<file path="src/rtl/cfg_hdr_pkg.sv">
package cfg_hdr_pkg;

    // Detector phases, in the order a well-formed header walks them
    typedef enum logic [2:0] {
        ST_HUNT,   // waiting for the first one bit
        ST_ONES,   // inside the run of leading ones
        ST_PRE,    // matching the remaining preamble bits
        ST_LEN,    // shifting in the length count
        ST_DUM1,   // expecting the first dummy one
        ST_DUM,    // extra dummy ones, waiting for the start bit
        ST_DATA    // frame data, counting down
    } hdr_st_e;

endpackage

</file>
<file path="src/rtl/cfg_len_shift.sv">
module cfg_len_shift #(
    parameter int W = 24
) (
    input  logic         clk,
    input  logic         rst_n,
    input  logic         shift_en,
    input  logic         bit_in,
    output logic [W-1:0] value
);
    logic [W-1:0] val_d, val_q;

    always_comb begin
        val_d = val_q;
        if (shift_en) val_d = {val_q[W-2:0], bit_in};
    end

    always_ff @(posedge clk or negedge rst_n) begin
        if (!rst_n) val_q <= '0;
        else        val_q <= val_d;
    end

    assign value = val_q;
endmodule

</file>
<file path="src/rtl/cfg_len_down.sv">
module cfg_len_down #(
    parameter int W = 24
) (
    input  logic         clk,
    input  logic         rst_n,
    input  logic         load,
    input  logic [W-1:0] load_val,
    input  logic         dec,
    output logic         zero
);
    logic [W-1:0] rem_d, rem_q;

    always_comb begin
        rem_d = rem_q;
        if (load)                   rem_d = load_val;
        else if (dec && rem_q != 0) rem_d = rem_q - W'(1);
    end

    always_ff @(posedge clk or negedge rst_n) begin
        if (!rst_n) rem_q <= '0;
        else        rem_q <= rem_d;
    end

    assign zero = (rem_q == '0);
endmodule

</file>
<file path="src/rtl/cfg_pre_match.sv">
module cfg_pre_match #(
    parameter int              PRE_W   = 4,
    parameter logic [PRE_W-1:0] PRE_PAT = 4'b0100,
    localparam int             PRE_IW  = $clog2(PRE_W)
) (
    input  logic [PRE_IW-1:0] idx,
    input  logic              bit_in,
    output logic              hit,
    output logic              last
);
    // PRE_PAT bit i holds the i-th preamble bit in arrival order
    assign hit  = (bit_in == PRE_PAT[idx]);
    assign last = (idx == PRE_IW'(PRE_W - 1));
endmodule

</file>
<file path="src/rtl/cfg_hdr_detect.sv">
module cfg_hdr_detect
    import cfg_hdr_pkg::*;
#(
    parameter int               LEN_W   = 24,
    parameter int               PRE_W   = 4,
    parameter logic [PRE_W-1:0] PRE_PAT = 4'b0100  // arrival order 0,0,1,0; bit 0 must be 0
) (
    input  logic             clk,
    input  logic             rst_n,
    input  logic             bit_valid,
    input  logic             bit_in,
    output logic [LEN_W-1:0] len_count,
    output logic             len_valid,
    output logic             hdr_done,
    output logic             frame_end,
    output logic             hdr_err,
    output logic             echo_out
);
    localparam int PRE_IW = $clog2(PRE_W);
    localparam int LEN_IW = $clog2(LEN_W);

    typedef struct packed {
        hdr_st_e           st;
        logic [PRE_IW-1:0] pre_idx;
        logic [LEN_IW-1:0] len_idx;
        logic              echo;
        logic              err;
    } ctl_t;

    ctl_t ctl_d, ctl_q;

    logic pre_hit, pre_last;
    logic len_shift, cnt_load, cnt_dec, cnt_zero;

    cfg_pre_match #(.PRE_W(PRE_W), .PRE_PAT(PRE_PAT)) u_pre (
        .idx    (ctl_q.pre_idx),
        .bit_in (bit_in),
        .hit    (pre_hit),
        .last   (pre_last)
    );

    cfg_len_shift #(.W(LEN_W)) u_shift (
        .clk      (clk),
        .rst_n    (rst_n),
        .shift_en (len_shift),
        .bit_in   (bit_in),
        .value    (len_count)
    );

    cfg_len_down #(.W(LEN_W)) u_down (
        .clk      (clk),
        .rst_n    (rst_n),
        .load     (cnt_load),
        .load_val (len_count),
        .dec      (cnt_dec),
        .zero     (cnt_zero)
    );

    always_comb begin
        ctl_d     = ctl_q;
        ctl_d.err = 1'b0;
        len_shift = 1'b0;
        cnt_load  = 1'b0;
        cnt_dec   = 1'b0;
        if (bit_valid) begin
            // copy header bits; once past the first dummy the pin idles high
            ctl_d.echo = (ctl_q.st == ST_DUM || ctl_q.st == ST_DATA) ? 1'b1 : bit_in;
            case (ctl_q.st)
                ST_HUNT: begin
                    if (bit_in) ctl_d.st = ST_ONES;
                end
                ST_ONES: begin
                    if (!bit_in) begin
                        ctl_d.st      = ST_PRE;
                        ctl_d.pre_idx = PRE_IW'(1);
                    end
                end
                ST_PRE: begin
                    if (!pre_hit) begin
                        ctl_d.err = 1'b1;
                        ctl_d.st  = ST_HUNT;
                    end else if (pre_last) begin
                        ctl_d.st      = ST_LEN;
                        ctl_d.len_idx = '0;
                    end else begin
                        ctl_d.pre_idx = ctl_q.pre_idx + PRE_IW'(1);
                    end
                end
                ST_LEN: begin
                    len_shift = 1'b1;
                    if (ctl_q.len_idx == LEN_IW'(LEN_W - 1)) ctl_d.st = ST_DUM1;
                    else ctl_d.len_idx = ctl_q.len_idx + LEN_IW'(1);
                end
                ST_DUM1: begin
                    if (bit_in) ctl_d.st = ST_DUM;
                    else begin
                        ctl_d.err = 1'b1;
                        ctl_d.st  = ST_HUNT;
                    end
                end
                ST_DUM: begin
                    if (!bit_in) begin
                        ctl_d.st = ST_DATA;
                        cnt_load = 1'b1;
                    end
                end
                ST_DATA: begin
                    cnt_dec = !cnt_zero;
                end
                default: ctl_d.st = ST_HUNT;
            endcase
        end
    end

    always_ff @(posedge clk or negedge rst_n) begin
        if (!rst_n) begin
            ctl_q.st      <= ST_HUNT;
            ctl_q.pre_idx <= '0;
            ctl_q.len_idx <= '0;
            ctl_q.echo    <= 1'b1;
            ctl_q.err     <= 1'b0;
        end else begin
            ctl_q <= ctl_d;
        end
    end

    assign len_valid = (ctl_q.st == ST_DUM) || (ctl_q.st == ST_DATA);
    assign hdr_done  = (ctl_q.st == ST_DATA);
    assign frame_end = hdr_done && cnt_zero;
    assign hdr_err   = ctl_q.err;
    assign echo_out  = ctl_q.echo;
endmodule

</file>
<file path="config.mk">
export PLATFORM = sky130hd
export DESIGN_NAME = cfg_hdr_detect
export DESIGN_NICKNAME = d
export VERILOG_FILES = /design/src/rtl/cfg_hdr_pkg.sv /design/src/rtl/cfg_len_shift.sv /design/src/rtl/cfg_len_down.sv /design/src/rtl/cfg_pre_match.sv /design/src/rtl/cfg_hdr_detect.sv
export SDC_FILE = /design/constraint.sdc
export NUM_CORES = 1
export LEC_CHECK = 0
export CAP_MARGIN = 20
export CORE_MARGIN = 5
export CORE_UTILIZATION = 51
export DETAILED_ROUTE_END_ITERATION = 8
export DONT_BUFFER_PORTS = 1
export PLACE_DENSITY = 0.75
export SLEW_MARGIN = 20
export SYNTH_ARGS = -nofsm -noshare
export SYNTH_HDL_FRONTEND = slang
export SYNTH_SLANG_ARGS = --single-unit
</file>
<file path="constraint.sdc">
create_clock -name clk -period 2.6 [get_ports clk]
set_clock_uncertainty 0.1 [all_clocks]
set_input_delay 0 -clock clk [delete_from_list [all_inputs] [get_ports clk]]
set_output_delay 0 -clock clk [all_outputs]
set_load 0.01 [all_outputs]
</file>
==> flow_summary.yaml <==
setup_path:
  cp.required_ps: 2500
  crit_top_cell: "nor4_1"
  r2r_start: "u_down.rem_q[9]$_DFFE_PN0P_"
  start_kind: "flop"
  cp_cell_sequence: "nor4_1 -> nand3b_1 -> buf_4 -> nor4_1 -> and3_1"
  path_buf_inv: 1
  cp_slowest_cell: "nor4_1"
  cp-endpoint: "frame_end"
  cp_num_cells: 5
  ff2ff_setup_slack_ps: 310
  endpoint_kind: "primary output"
  path_class: "reg2out"
  rr_endpoint: "u_down.rem_q[3]$_DFFE_PN0P_"
  cp_max_fo: 6
  cp-startpoint: "u_down.rem_q[9]$_DFFE_PN0P_"
  cp_slowest_stage_delay_ps: 470
  worst-r2r-cell-count: 6
  worstPathArrival_ps: 2200
  path_delay_family: "simple AND/OR/NAND/NOR gates"
place:
  place_area_sq_um: 3260
  dp_cells: 381
  dp_hpwl_um: 4620
  io_buffers: 0
  gp_congestion: 0.811
logic_synthesis:
  syn_inst: 317
  synth_most_common_cell: "dfrtp_1"
  yosys.area.top_type: "dfrtp_1"
  yosys.area_share.simple_pct: 23.3
  synth_xor_area_share_pct: 0.276
  synthTopCellsByCount: "dfrtp_1 (59), nand2_1 (35), nand3_1 (26)"
  synth-edff-count: 0
  ys_types: 49
  synth_seq_cells: 60
  synth_warnings: 0
  muxShareOfSynthArea_pct: 9.52
  synthArstFlopShare_pct: 100
  syn_nets: 326
  synthTopCellsByArea: "dfrtp_1 (47%), mux2_2 (8.9%), nand2_1 (4.1%)"
  synth-seq-area-share_pct: 47.4
  synth_top_family_by_area: "simple AND/OR/NAND/NOR gates"
  synth_top_area_share_pct: 46.6
  synth_compound_area_share_pct: 13.9
  synth_ff_type: "dfrtp_1"
  syn_avg_cell_area_sq_um: 9.99
  netlist_area_sq_um: 3170
  synthAdderAreaFrac_pct: 1.97
routing:
  ant_nets: 0
  wl_per_cell_um: 17.5
  finalWirelength_um: 7050
  drtPass1Iterations: 4
  avgViaCountPerCell: 6.29
  drtIter0Drc: 133
  drc_errors: 0
  vias: 2527
clock_network:
  cts_tree: "yes"
  cts_buffers: 9
  cts_root_buf: "clkbuf_8"
  postCtsSetupRepairBufs: 0
  htree_levels: 3
  clk_path_buf_depth: 2
  clkSinkCount: 60
  path_clk_slew_ps: 70
  clock_latency_ps: 340
final_layout:
  nFillCells: 516
  final_util_pct: 59.2
  antenna_cells: 0
  layout.cells.non_filler: 402
  fin_nets: 331
  area_delta_synth_final_pct: 12.0
  stdcell_area_sq_um: 3550
  drive_gt1_share_pct: 17.4
sta:
  slew_headroom_pct: 57.9
  tightest_slew_ps: 625
  rsz0062_at_grt: "no"
  final.setup.tns_ps: 0
  min_period_ps: 2300
  finalMaxSlewViolations: 0
  hold_violations: 0
  clock.fmax_mhz: 434
  fin_crit_sh_pct: 88.6
  final-setup-viol-count: 0
floorplan:
  initial_utilization_pct: 52.9
  num_rows: 28
  ios: 33
  fp.dieH_um: 88.8
  core_sq_um: 5990
  fp.dieArea_sq_um: 7890
  die_w_um: 88.8
global_routing:
  grt.total_usage_pct: 19.8
  grt_first_pass_wirelength_um: 12000
  antenna_found_initial: 0
  overflow: 0
  grt_max_degree: 61
  grt_pass1_vias: 2514
power_and_ir_drop:
  powerDensity_nw_per_um2: 1060
  peakVddDrop_uv: 606
  leakage_nw: 1.61
  design_power_total_w: 0.00377
outcome:
  status: "completed"
job:
  cap_violations: 0
worst_hold_path:
  hold_path_class: "in2reg"
[flip-flops by register name (all words and copies together) (netlist names)]
register and count:
hdr_err 1, u_shift.value 24, echo_out 1, ctl_q 10, u_down.rem_q 24
[routing by layer]
metal  track usage (%)  routed length, um  vias up
met4              9.34                114        0
met3              4.38                287       14
li1                  -                  -     1200
met2              31.4               3490       46
met5                 0                  0        -
met1              25.8               3160     1267
[cell families after synthesis]
| group | count (synthesis) |
|---|---|
| DFF | 60 |
| AOI/OAI and AO/OA | 59 |
| xor gates and xnor gates | 1 |
| buffers and inverters | 28 |
| adders and majority gates | 5 |
| muxes | 27 |
| and+or+nand+nor | 137 |
[power breakdown]
part | total [W] | internal (W) | switching (W)
Clock | 0.000933 | 0.000565 | 0.000368
Sequential | 0.00143 | 0.00115 | 0.000283
Combinational | 0.00140 | 0.000581 | 0.000819
Total | 0.00377 | 0.00230 | 0.00147
[layout by cell type (no fill, tap or decap), types with 2 or more instances in the layout]
master	n
o21ai_0	14
mux2i_1	2
a32o_1	3
clkbuf_1	2
a31oi_1	2
and3_1	5
o211ai_1	7
nand2b_1	2
nor3b_1	4
mux2_2	25
nor2_1	16
o31ai_1	3
or2_2	2
dlygate4sd3_1	4
inv_1	8
o311ai_0	12
dfrtp_1	59
a221o_1	3
a22o_1	3
a211oi_1	2
clkbuf_8	10
buf_4	8
nand3b_1	2
ha_1	5
a21oi_1	2
nor2b_1	6
or4_1	12
nand3_1	26
nor3_1	5
nand2_1	35
or3_1	7
bufinv_16	2
nor4_1	6
[final cells by class]
type	count	area [sq um]	share of cell area, %
sequential	60	1500	42.3
clock buffer	12	145	4.09
clock inverter	4	72.6	2.05
inverter	8	30.0	0.846
timing repair buffer	14	148	4.16
multi-input combinational	229	1560	43.9
tap	75	93.8	2.64
[what timing repair did]
| item | in CTS | in global routing |
|---|---|---|
| gates resized for setup | 0 | 0 |
| hold buffers | 5 | 0 |
| endpoints found under the hold margin | 72 | 0 |
[worst register-to-register path, delay by kind of cell (launching register included)]
kind / cells / cell delay, ps
AND/OR/NAND/NOR: 2 / 710
multiplexers: 1 / 100
flip-flops: 1 / 440
AO/OA/AOI/OAI: 2 / 570
buffers and inverters: 1 / 240
[worst min-delay path by stage]
| stage | start | endpoint | slack [ps] | depth (start not counted) |
|---|---|---|---|---|
| after floorplan | rst_n | ctl_q[10]$_DFFE_PN0P_ | -400 | 0 |
| after global placement | rst_n | u_shift.value[23]$_DFFE_PN0P_ | -390 | 0 |
| after detailed placement | rst_n | u_down.rem_q[5]$_DFFE_PN0P_ | -390 | 0 |
| after CTS | bit_valid | u_down.rem_q[6]$_DFFE_PN0P_ | 40 | 3 |
| after global routing | bit_valid | u_down.rem_q[6]$_DFFE_PN0P_ | 70 | 3 |
| final | bit_valid | u_down.rem_q[6]$_DFFE_PN0P_ | 40 | 3 |
[per-stage QoR]
| step | hold slack [ps] | worst slack, ps |
|---|---|---|
| floorplan | -396 | 482 |
| global placement | -393 | 450 |
| detailed placement | -392 | 334 |
| CTS | 38.0 | 298 |
| global route | 74.3 | 150 |
| finish | 39.3 | 296 |
(Power assumes the default switching activity.)
